File: src/rtl/stack_pkg.sv
package stack_pkg;
  typedef enum logic [2:0] {
    OP_IDLE,
    OP_PUSH,
    OP_POP,
    OP_SWAP,
    OP_BAD
  } stack_op_e;
endpackage

File: src/rtl/stack_ptr_ctrl.sv
module stack_ptr_ctrl
  import stack_pkg::*;
#(
  parameter int DEPTH  = 8,
  parameter int ADDR_W = $clog2(DEPTH),
  parameter int PTR_W  = $clog2(DEPTH + 1)
) (
  input  logic              clk,
  input  logic              rst,
  input  logic              push_i,
  input  logic              pop_i,
  output logic              full_o,
  output logic              empty_o,
  output logic              err_o,
  output logic              wr_en_o,
  output logic [ADDR_W-1:0] wr_addr_o,
  output logic              rd_en_o,
  output logic [ADDR_W-1:0] rd_addr_o
);
  localparam logic [PTR_W-1:0] TOP = PTR_W'(DEPTH);
  localparam logic [PTR_W-1:0] ONE = PTR_W'(1);

  logic [PTR_W-1:0] ptr_q, ptr_nxt;
  logic             full_q, empty_q, err_q;
  stack_op_e        op;

  always_comb begin
    if (push_i && pop_i)  op = empty_q ? OP_BAD : OP_SWAP;
    else if (push_i)      op = full_q  ? OP_BAD : OP_PUSH;
    else if (pop_i)       op = empty_q ? OP_BAD : OP_POP;
    else                  op = OP_IDLE;
  end

  always_comb begin
    ptr_nxt   = ptr_q;
    wr_en_o   = 1'b0;
    rd_en_o   = 1'b0;
    wr_addr_o = ptr_q[ADDR_W-1:0];
    rd_addr_o = ptr_q[ADDR_W-1:0];
    case (op)
      OP_PUSH: begin
        ptr_nxt   = ptr_q - ONE;
        wr_en_o   = 1'b1;
        wr_addr_o = ptr_nxt[ADDR_W-1:0];
      end
      OP_POP: begin
        ptr_nxt = ptr_q + ONE;
        rd_en_o = 1'b1;
      end
      OP_SWAP: begin
        wr_en_o = 1'b1;
        rd_en_o = 1'b1;
      end
      default: ;
    endcase
  end

  always_ff @(posedge clk) begin
    if (rst) begin
      ptr_q   <= TOP;
      full_q  <= 1'b0;
      empty_q <= 1'b1;
      err_q   <= 1'b0;
    end else begin
      ptr_q   <= ptr_nxt;
      full_q  <= (ptr_nxt == '0);
      empty_q <= (ptr_nxt == TOP);
      err_q   <= err_q | (op == OP_BAD);
    end
  end

  assign full_o  = full_q;
  assign empty_o = empty_q;
  assign err_o   = err_q;


  no_overflow_chk: assert property (@(posedge clk) disable iff (rst)
    (push_i && !pop_i && full_q) |=> ($stable(ptr_q) && err_q));


  no_underflow_chk: assert property (@(posedge clk) disable iff (rst)
    (pop_i && !push_i && empty_q) |=> ($stable(ptr_q) && err_q));


  err_sticky_chk: assert property (@(posedge clk) disable iff (rst)
    err_q |=> err_q);


  push_step_chk: assert property (@(posedge clk) disable iff (rst)
    (push_i && !pop_i && !full_q) |=> (ptr_q == $past(ptr_q) - ONE));


  swap_hold_chk: assert property (@(posedge clk) disable iff (rst)
    (push_i && pop_i && !empty_q) |=> $stable(ptr_q));


  flags_excl_chk: assert property (@(posedge clk) disable iff (rst)
    !(full_q && empty_q));


  ptr_range_chk: assert property (@(posedge clk) disable iff (rst)
    ptr_q <= TOP);
endmodule

File: src/rtl/stack_store.sv
module stack_store #(
  parameter int WIDTH  = 8,
  parameter int DEPTH  = 8,
  parameter int ADDR_W = $clog2(DEPTH)
) (
  input  logic              clk,
  input  logic              rst,
  input  logic              wr_en,
  input  logic [ADDR_W-1:0] wr_addr,
  input  logic [WIDTH-1:0]  wr_data,
  input  logic              rd_en,
  input  logic [ADDR_W-1:0] rd_addr,
  output logic [WIDTH-1:0]  rd_data
);
  logic [WIDTH-1:0] mem [DEPTH];
  logic [WIDTH-1:0] rd_q;

  always_ff @(posedge clk) begin
    if (wr_en) mem[wr_addr] <= wr_data;
  end

  always_ff @(posedge clk) begin
    if (rst)        rd_q <= '0;
    else if (rd_en) rd_q <= mem[rd_addr];
  end

  assign rd_data = rd_q;


  rd_hold_chk: assert property (@(posedge clk) disable iff (rst)
    !rd_en |=> $stable(rd_q));
endmodule

File: src/rtl/down_stack.sv
module down_stack #(
  parameter int WIDTH = 8,
  parameter int DEPTH = 8
) (
  input  logic             clk,
  input  logic             rst,
  input  logic             push_req,
  input  logic             pop_req,
  input  logic [WIDTH-1:0] wr_data,
  output logic [WIDTH-1:0] rd_data,
  output logic             full,
  output logic             empty,
  output logic             err
);
  localparam int ADDR_W = (DEPTH > 1) ? $clog2(DEPTH) : 1;
  localparam int PTR_W  = $clog2(DEPTH + 1);

  logic              wr_en, rd_en;
  logic [ADDR_W-1:0] wr_addr, rd_addr;

  stack_ptr_ctrl #(
    .DEPTH (DEPTH),
    .ADDR_W(ADDR_W),
    .PTR_W (PTR_W)
  ) u_ctrl (
    .clk      (clk),
    .rst      (rst),
    .push_i   (push_req),
    .pop_i    (pop_req),
    .full_o   (full),
    .empty_o  (empty),
    .err_o    (err),
    .wr_en_o  (wr_en),
    .wr_addr_o(wr_addr),
    .rd_en_o  (rd_en),
    .rd_addr_o(rd_addr)
  );

  stack_store #(
    .WIDTH (WIDTH),
    .DEPTH (DEPTH),
    .ADDR_W(ADDR_W)
  ) u_store (
    .clk    (clk),
    .rst    (rst),
    .wr_en  (wr_en),
    .wr_addr(wr_addr),
    .wr_data(wr_data),
    .rd_en  (rd_en),
    .rd_addr(rd_addr),
    .rd_data(rd_data)
  );


  reset_state_chk: assert property (@(posedge clk)
    $past(rst) |-> (empty && !full && !err && rd_data == '0));
endmodule

File: config.mk
export PLATFORM = sky130hd
export DESIGN_NAME = down_stack
export DESIGN_NICKNAME = d
export VERILOG_FILES = /design/src/rtl/stack_pkg.sv /design/src/rtl/stack_ptr_ctrl.sv /design/src/rtl/stack_store.sv /design/src/rtl/down_stack.sv
export SDC_FILE = /design/constraint.sdc
export NUM_CORES = 1
export LEC_CHECK = 0
export BUFFER_PORTS_ARGS = -buffer_cell sky130_fd_sc_hd__buf_2
export CAP_MARGIN = 25
export CORE_ASPECT_RATIO = 1.25
export CORE_MARGIN = 2
export CORE_UTILIZATION = 39
export DETAILED_ROUTE_END_ITERATION = 12
export PLACE_DENSITY = 0.52
export SKIP_CTS_REPAIR_TIMING = 1
export SKIP_LAST_GASP = 1
export SLEW_MARGIN = 10
export SYNTH_ARGS = -nofsm -noshare
export SYNTH_HDL_FRONTEND = slang
export SYNTH_HIERARCHICAL = 1
export SYNTH_SLANG_ARGS = --single-unit
export TNS_END_PERCENT = 50
File: constraint.sdc
create_clock -name clk -period 5.07 [get_ports clk]
set_input_delay 0.2535 -clock clk [delete_from_list [all_inputs] [get_ports clk]]
set_output_delay 0.2535 -clock clk [all_outputs]
set_load 0.03 [all_outputs]
# Word-level counts from Yosys, hierarchy flattened
# Memories as Yosys holds them, arrays and structs flattened. A register that Yosys moved wholly into a read port is not among the register bits.
# Index checks and enable logic that the tools add are counted.
[classes] addsub=2 eq_ne=5 muxes=12 n_bitwise=1 n_reduce_logical=4
[ops] operator="3-bit 2-to-1 mux" count=7
[ops] operator="4-bit one-hot mux with 2 select lines" count=1
[ops] operator="3-bit by 2-bit equality test with 1-bit output, second input constant" count=2
[ops] operator="4-bit by 1-bit adder with 4-bit output, second input constant" count=1
[ops] operator="4-bit equality test, second input constant" count=1
[ops] operator="4-bit zero test" count=1
[ops] operator="1-bit 2-to-1 mux" count=4
[ops] operator="2-bit OR reduction" count=2
[ops] operator="4-bit by 1-bit subtractor with 4-bit output, second input constant" count=1
[ops] operator="3-bit by 1-bit equality test with 1-bit output, second input constant" count=1
[ops] operator="3-bit equality test, second input constant" count=1
[ops] operator="1-bit logical AND" count=1
[ops] operator="1-bit OR" count=1
[word_totals] ff_bits=7 ramBits=64 input_bits=12 output_inout_bits=11 elab_cells=29 mem_count=1
[memory_table] memory="u_store.mem" words=8 word_bits=8 rd=1 rd_ports_with_merged_regs=1 write_ports=1 line_no="stack_store.sv:15" text="logic [WIDTH-1:0] mem [DEPTH];"

# Depth between registers and ports, before layout
# Gate-level depths: netlist (run 1).
[depth] depth_word=9 depth_mapped=8 depth_no_buf=6

# Modules after synthesis
# The synthesis (run 1) kept the hierarchy.
[modules_own_cells] mod="stack_store" instances=1 cells_per_inst=162 area_each_um2=2812.7 seq_area_each_um2=2082.0
[modules_own_cells] mod="stack_ptr_ctrl" instances=1 cells_per_inst=66 area_each_um2=571.8 seq_area_each_um2=140.1

# Worst setup path before layout (run 1)
# No wires, ideal clock.
[synth_timing] path_type="register to register" startpoint="register u_ctrl.full_q, in the netlist u_ctrl/full_o" endpoint="memory u_store.mem[0][0], enable pin" setup_ns=0.383 t_arrival_ns=1.747 t_required_ns=4.687 path_slack_ns=2.940 stages_incl_launch_ff=6 path_buffers=1 period_less_slack_ns=2.130 cell_sequence="dfxtp_1 -> buf_6 -> nor3b_1 -> ha_1 -> inv_1 -> nor3_1"
[synth_between] elab_cells_between_ends=10 cone_classes="2 x eq/ne; 7 x mux; 1 x reduce/logical"
[synth_rtl] item="start, declared" line_no="stack_ptr_ctrl.sv:24" text="logic full_q, empty_q, err_q;"
[synth_rtl] item="start signal, assigned" line_no="stack_ptr_ctrl.sv:66" text="full_q <= (ptr_nxt == '0);"
[synth_rtl] item="3-bit 2-to-1 mux (2 in a row)" line_no="stack_ptr_ctrl.sv:29" text="else if (push_i) op = full_q ? OP_BAD : OP_PUSH;"
[synth_rtl] item="3-bit 2-to-1 mux" line_no="stack_ptr_ctrl.sv:28" text="if (push_i && pop_i) op = empty_q ? OP_BAD : OP_SWAP;"
[synth_rtl] item="3-bit by 1-bit equality test with 1-bit output" line_no="stack_ptr_ctrl.sv:40" text="case (op)"
[synth_rtl] item="3-bit 2-to-1 mux" line_no="stack_ptr_ctrl.sv:40"
[synth_rtl] item="named net wr_addr[0]" line_no="down_stack.sv:19" text="logic [ADDR_W-1:0] wr_addr, rd_addr;"
[synth_rtl] item="end, declared" line_no="stack_store.sv:15"
# The timed path passes the listed nets, and every way through them passes these cells.

# Worst setup path after layout (run 1)
[layout_timing] startpoint="register u_ctrl.ptr_q[0]" endpoint="memory u_store.mem[3][6], enable pin"
[layout_between] elab_chain_cells=2
[layout_rtl] item="start, declared" line_no="stack_ptr_ctrl.sv:23" text="logic [PTR_W-1:0] ptr_q, ptr_nxt;"
[layout_rtl] item="start signal, assigned" line_no="stack_ptr_ctrl.sv:65" text="ptr_q <= ptr_nxt;"
[layout_rtl] item="4-bit by 1-bit subtractor with 4-bit output" line_no="stack_ptr_ctrl.sv:42" text="ptr_nxt = ptr_q - ONE;"
[layout_rtl] item="3-bit 2-to-1 mux" line_no="stack_ptr_ctrl.sv:40"
[layout_rtl] item="named net wr_addr[1]" line_no="down_stack.sv:19"
# The timed path passes the listed nets, and every way through them passes these cells.

==> impl_results.md, run 1 <==
- Run status: finished clean
- Final Cell Area: 3710 um^2
- Post-Route WL: 7.312 mm
- Worst-path maximum fanout: 39
- Htree depth: 3
- Max-cap violations: 0
- Share of cells above drive strength 1: 0.2588
- Clk_lat worst skew: 0.35 ns
- Mapped Area: 3384 um^2
- P&R area growth vs syn: 9.612%
- Maximum root-to-sink buffer count: 2
- Ys async rst share: 0
- First-pass GRT wire length: 11.01 mm
- R2R cell count: 6
- Min-Delay Endpoint: u_store/mem[6][7]
- RSZ-0062 raised after global routing: false
- Antenna Diode Count: 0
- Fin crit period: 2.634 ns
- Routability Congestion: 0.7697
- Final hold slack: 0.2209 ns
- PortBufs: 22
- Max Clock Skew: 0.008430 ns
- Seq/Total Area, Yosys: 0.6566
- Critical-path cell list: buf_4 -> inv_1 -> ha_1 -> a21oi_1 -> nand2_1 -> nor2_1
- Synth unique cells: 42
- Num CTS Buffers: 9
- Worst Hold Class: in2reg
- Final #Nets: 265
- Slew headroom: 0.4779
- M1 GR Usage: 0.2033
- Dpl hpwl: 4.988 mm
- Synthesis Warnings: 6
- Root Buffer: clkbuf_8
- Vias/cell: 5.355
- Via count: 1,901
- Met2 Resource Use GR: 0.2825
- RR Endpoint: u_store/mem[3][6]
- Die Area: 9444 um^2
- Leak: 1.261 nW
- Std cell rows: 38
- Initial antenna violation count: 0
- Worst r2r src: u_ctrl/ptr_q[0]
- Total Routing Usage GR: 0.1674
- # setup viols final: 0
- Most common cell after layout, fill and taps aside: edfxtp_1
- Max stage delay on crit path: 0.55 ns
- Gate Count Post-Synth: 228
- Sum Neg Setup Slack: 0 ns
- Vias in the first global route: 1,861
- CP max stage cell: nor2_1
- # IOs: 23
- Drt first pass iters: 4
- Fin crit share: 0.5196
- Maximum VDD drop: 0.1274 mV
- WP buf/inv: 2
- Hold depth: 1
- HP Start: wr_data[7]
- Die W: 87.32 um
- CTS sink cnt: 79
- Crit. Startpoint: u_ctrl/ptr_q[0]
- Post-DP Area: 3521 um^2
- Per-cell routed wire length: 20.60 um
- Total grt overflow: 0
- Synth top area share: 0.5678
- Mapped Nets: 243
- Leading cell types in the layout, fill and taps excluded: edfxtp_1, buf_2, nor2_1, mux2_2, mux2i_1
- Post-synth EDFFs: 64
- Die H: 108.2 um
- Synth top area cells: edfxtp_1, dfxtp_1, mux2_2
- Initial Util: 0.3955
- Remaining routing DRC violations: 0
- Met3 GRT Util: 0.04198
- Pwr Density: 373.9 nW/um^2
- WP data required: 5.06 ns
- Critical path type: reg2reg
- Arrival @ worst endpoint: 2.62 ns
- CP startpoint kind: register
- Post-synthesis sequential element count: 79
- Critical Path End Type: register
- CTS tree: built
- Clock Pin Slew Worst Setup and Hold Paths: 0.08 ns
- Hold Vio Cnt, Final: 0
- Main synth FF type: edfxtp_1
- Worst R2R Setup Slack: 2.44 ns
- Core box area: 8558 um^2
- # fillers: 822
- Largest net degree at the start of global routing: 40
- Top delay family on crit path: simple AND/OR/NAND/NOR gates
- Yosys top cell by area: edfxtp_1
- Antenna Nets Post-Route: 0
- Peak Freq: 379.6 MHz
- Worst Tran Pin Value: 0.7803 ns
- DRT iter0 DRCs: 95
- GRT busiest layer: met2
- Slew Viols, Final: 0
- Syn Area/Cell: 14.84 um^2
## final cells by class
| cell class | count | area, um^2 | area share |
|---|---|---|---|
| sequential | 79 | 2223 | 0.5993 |
| tap | 100 | 125.1 | 0.03373 |
| timing repair buffer | 26 | 140.1 | 0.03777 |
| inverter | 6 | 22.52 | 0.006071 |
| multi-input combinational | 128 | 1010 | 0.2722 |
| clock buffer | 10 | 127.6 | 0.03440 |
| clock inverter | 6 | 61.31 | 0.01653 |
## report_power, final
group	switching [mW]	leakage, nW	total, mW	internal (mW)
Combinational	0.117	0.471	0.189	0.0729
Sequential	0.0175	0.704	0.750	0.732
Clock	0.223	0.0859	0.448	0.225
Total	0.357	1.26	1.39	1.03
## cells by family after synthesis
logic type,count (synthesis),synth area share
flip-flops,79,0.6566
multiplexers,34,0.1072
XOR/XNOR,1,0.002588
buffers and inverters,21,0.04510
adder cells (fa/ha/maj),3,0.01109
AND/OR/NAND/NOR,51,0.08465
AO/OA/AOI/OAI,39,0.09279
## layer usage
metal,part of all wire,up-vias
met4,0.024,0
li1,-,924
met1,0.43,925
met2,0.52,40
met5,0,-
met3,0.027,12
## how the worst max path moves through the flow
stage,end,slack (ns),cells past startpoint
floorplan,u_store/mem[0][0],2.94,5
global placement,u_store/mem[1][5],2.47,7
detailed placement,u_store/mem[1][2],2.43,7
CTS,u_store/mem[1][0],2.42,7
global route,u_store/mem[3][6],2.19,6
finish,u_store/mem[3][6],2.44,6
## stage by stage
stage	instances	total power, mW	setup slack, ns	utilization
3_5_place_dp	339	0.9563	2.425	0.4114
3_3_place_gp	339	0.9551	2.471	0.4114
2_1_floorplan	228	0.9084	2.940	-
6_report	355	1.387	2.436	0.4335
4_1_cts	355	1.403	2.415	0.4335
5_1_grt	355	1.445	2.185	0.4335
## state kept, by name, summed over array words and instances, names as in the netlist
| register | count |
|---|---|
| u_store/rd_data | 8 |
| u_ctrl/ptr_q | 4 |
| u_ctrl/err_o | 1 |
| u_ctrl/empty_o | 1 |
| u_store/mem | 64 |
| u_ctrl/full_o | 1 |
## cells in the mapped netlist (4+ instances only)
library cell   n
edfxtp_1      64
mux2_2        17
nor2_1        17
mux2i_1       16
dfxtp_1       15
nor3_1         8
a221o_1        7
o22ai_1        7
a211oi_1       6
a21oi_1        6
nand2_1        6
buf_4          5
inv_1          4
nand2b_1       4
nor2b_1        4
(Power assumes the default switching activity.)
==> run 2, diff against run 1 <==
clock period = 2.7 ns   (was 5.07 ns; I/O delays follow)
==> impl_results.md, run 2 (synthesis results as in run 1) <==
- Run status: finished clean
- Top delay family on crit path: simple AND/OR/NAND/NOR gates
- Remaining routing DRC violations: 0 (unchanged)
- DRT iter0 DRCs: 145 (+53%)
- WP buf/inv: 0 (-2)
- # setup viols final: 0 (unchanged)
- Routability Congestion: 0.7821 (+1.6%)
- Sequential share of power: 0.512 (-0.029)
- Via count: 1,908 (+0.37%)
- Routed met3 length: 169 um (-13%)
- Critical path type: reg2reg
- RSZ-0062 raised after global routing: false
- Std cell rows: 38 (unchanged)
- Final #Nets: 276 (+4.2%)
- Clock Pin Slew Worst Setup and Hold Paths: 0.08 ns (about the same)
- PortBufs: 22 (unchanged)
- Worst Tran Pin Value: 0.7811 ns (+0.0008254 ns)
- Antenna Diode Count: 0 (unchanged)
- Total Power: 2.744 mW (+98%)
- Multi-input gate area: 1010 um^2 (unchanged)
- Drt first pass iters: 5 (+1)
- Sw power: 0.6775 mW (+90%)
- Pwr Density: 717.2 nW/um^2 (+92%)
- P&R area growth vs syn: 13.05%
- CTS sink cnt: 79 (unchanged)
- Initial antenna violation count: 0 (unchanged)
- Int Power: 2.067 mW (+100%)
- Worst Hold Class: in2reg
- Num CTS Buffers: 9 (unchanged)
- Per-cell routed wire length: 18.44 um (-10%)
- CP startpoint kind: register
- DR top layer: met4
- Worst path depth: 6 (unchanged)
- Clk_lat worst skew: 0.36 ns (about the same)
- CP max stage cell: nor3b_1
- First-pass GRT wire length: 10.59 mm (-3.8%)
- Max reg flops: 64 (unchanged)
- Core box area: 8558 um^2 (unchanged)
- Critical Path End Type: register
- Leak: 1.344 nW (+6.6%)
- Switching share of power: 0.2469 (-0.01051)
- Post-Route WL: 6.748 mm (-7.7%)
- Maximum root-to-sink buffer count: 2 (unchanged)
- Max stage delay on crit path: 0.44 ns (-0.11 ns)
- Clk pwr share: 0.355 (+0.032)
- Initial Util: 0.3955 (unchanged)
- Share of cells above drive strength 1: 0.2932 (+0.03441)
- Dpl hpwl: 4.377 mm (-12%)
- WP data required: 2.95 ns (-2.11 ns)
- Leading cell types in the layout, fill and taps excluded: edfxtp_1, buf_2, nor2_1, mux2_2, mux2i_1
- Combinational share of power: 0.133 (-0.004)
- Most common cell after layout, fill and taps aside: edfxtp_1
- Total Routing Usage GR: 0.1596 (-0.007863)
- Sequential Area: 2223 um^2 (unchanged)
- Hold Vio Cnt, Final: 0 (unchanged)
- Max Clock Skew: 0.01022 ns (+0.001793 ns)
- Slew Viols, Final: 0 (unchanged)
- Largest net degree at the start of global routing: 39 (-2.5%)
- Maximum VDD drop: 0.2598 mV (+100%)
- Critical-path cell list: nor3b_1 -> ha_1 -> nor3_1 -> mux2_2 -> a221oi_2 -> and4bb_1
- Die W: 87.32 um (unchanged)
- Reg with most FFs: u_store/mem
- R2R cell count: 6 (unchanged)
- # IOs: 23 (unchanged)
- Worst-path maximum fanout: 10 (-74%)
- Metal2 WL: 3.399 mm (-11%)
- Vias/cell: 5.213 (-2.6%)
- Slew headroom: 0.4773 (-0.0005520)
- Fin crit period: 2.101 ns (-0.5332 ns)
- Die H: 108.2 um (unchanged)
- Htree depth: 3 (unchanged)
- M1 WL: 3.046 mm (-3.1%)
- Hold depth: 1 (unchanged)
- Total grt overflow: 0 (unchanged)
- Die Area: 9444 um^2 (unchanged)
- Arrival @ worst endpoint: 2.35 ns (-0.27 ns)
- # fillers: 792 (-3.6%)
- Vias in the first global route: 1,870 (+0.48%)
- Peak Freq: 475.9 MHz (+25%)
- Fin crit share: 0.7782 (+0.2586)
- Antenna Nets Post-Route: 0 (unchanged)
- CTS tree: built
- Root Buffer: clkbuf_8
- Max-cap violations: 0 (unchanged)
- Sum Neg Setup Slack: 0 ns (unchanged)
==> run 2: metrics by stage <==
step	utilization	cell area [um^2]	setup slack [ns]	hold WS (ns)	cells
final	0.4471	3826	0.5988	0.05345	366
after global placement	0.4211	3603	0.6063	0.4170	350
after floorplan	-	3385	0.5697	0.2041	228
after detailed placement	0.4211	3603	0.6138	0.4177	350
after global routing	0.4471	3826	0.4596	0.03898	366
after CTS	0.4471	3826	0.5926	0.03985	366
==> run 2: power groups by stage <==
stage                     registers (mW)  clock network (mW)  logic [mW]
final                               1.40               0.974       0.365
after global routing                1.41                1.05       0.405
after CTS                           1.40               0.997       0.372
after detailed placement            1.43                   0       0.371
after global placement              1.43                   0       0.370
after floorplan                     1.46                   0       0.247
==> run 2: routing by layer <==
layer	vias to the layer above	GRT usage
met5	-	0
met2	33	0.2592
met4	0	0.07582
met3	8	0.03511
met1	924	0.2010
li1	943	-
==> run 2: layout make-up <==
cell class / count / area share
clock buffer: 11 / 0.03695
clock inverter: 5 / 0.02126
inverter: 6 / 0.005886
multi-input combinational: 128 / 0.2639
sequential: 79 / 0.5811
tap: 100 / 0.03270
timing repair buffer: 37 / 0.05821
==> run 2: worst register-to-register path: cells and delay by family, from the launching register on <==
kind	cells	cell delay, ns
AOI/OAI and AO/OA	1	0.33
adders and majority gates	1	0.26
DFF	1	0.41
muxes	1	0.28
and+or+nand+nor	3	0.73
==> run 2: worst paths after layout <==
kind	start	end	slack [ns]
max	u_ctrl/full_o	u_ctrl/full_o	0.60
min	wr_data[1]	u_store/mem[1][1]	0.05
max reg2reg	u_ctrl/full_o	u_ctrl/full_o	0.60
min reg2reg	u_store/rd_data[3]	u_store/rd_data[3]	0.48
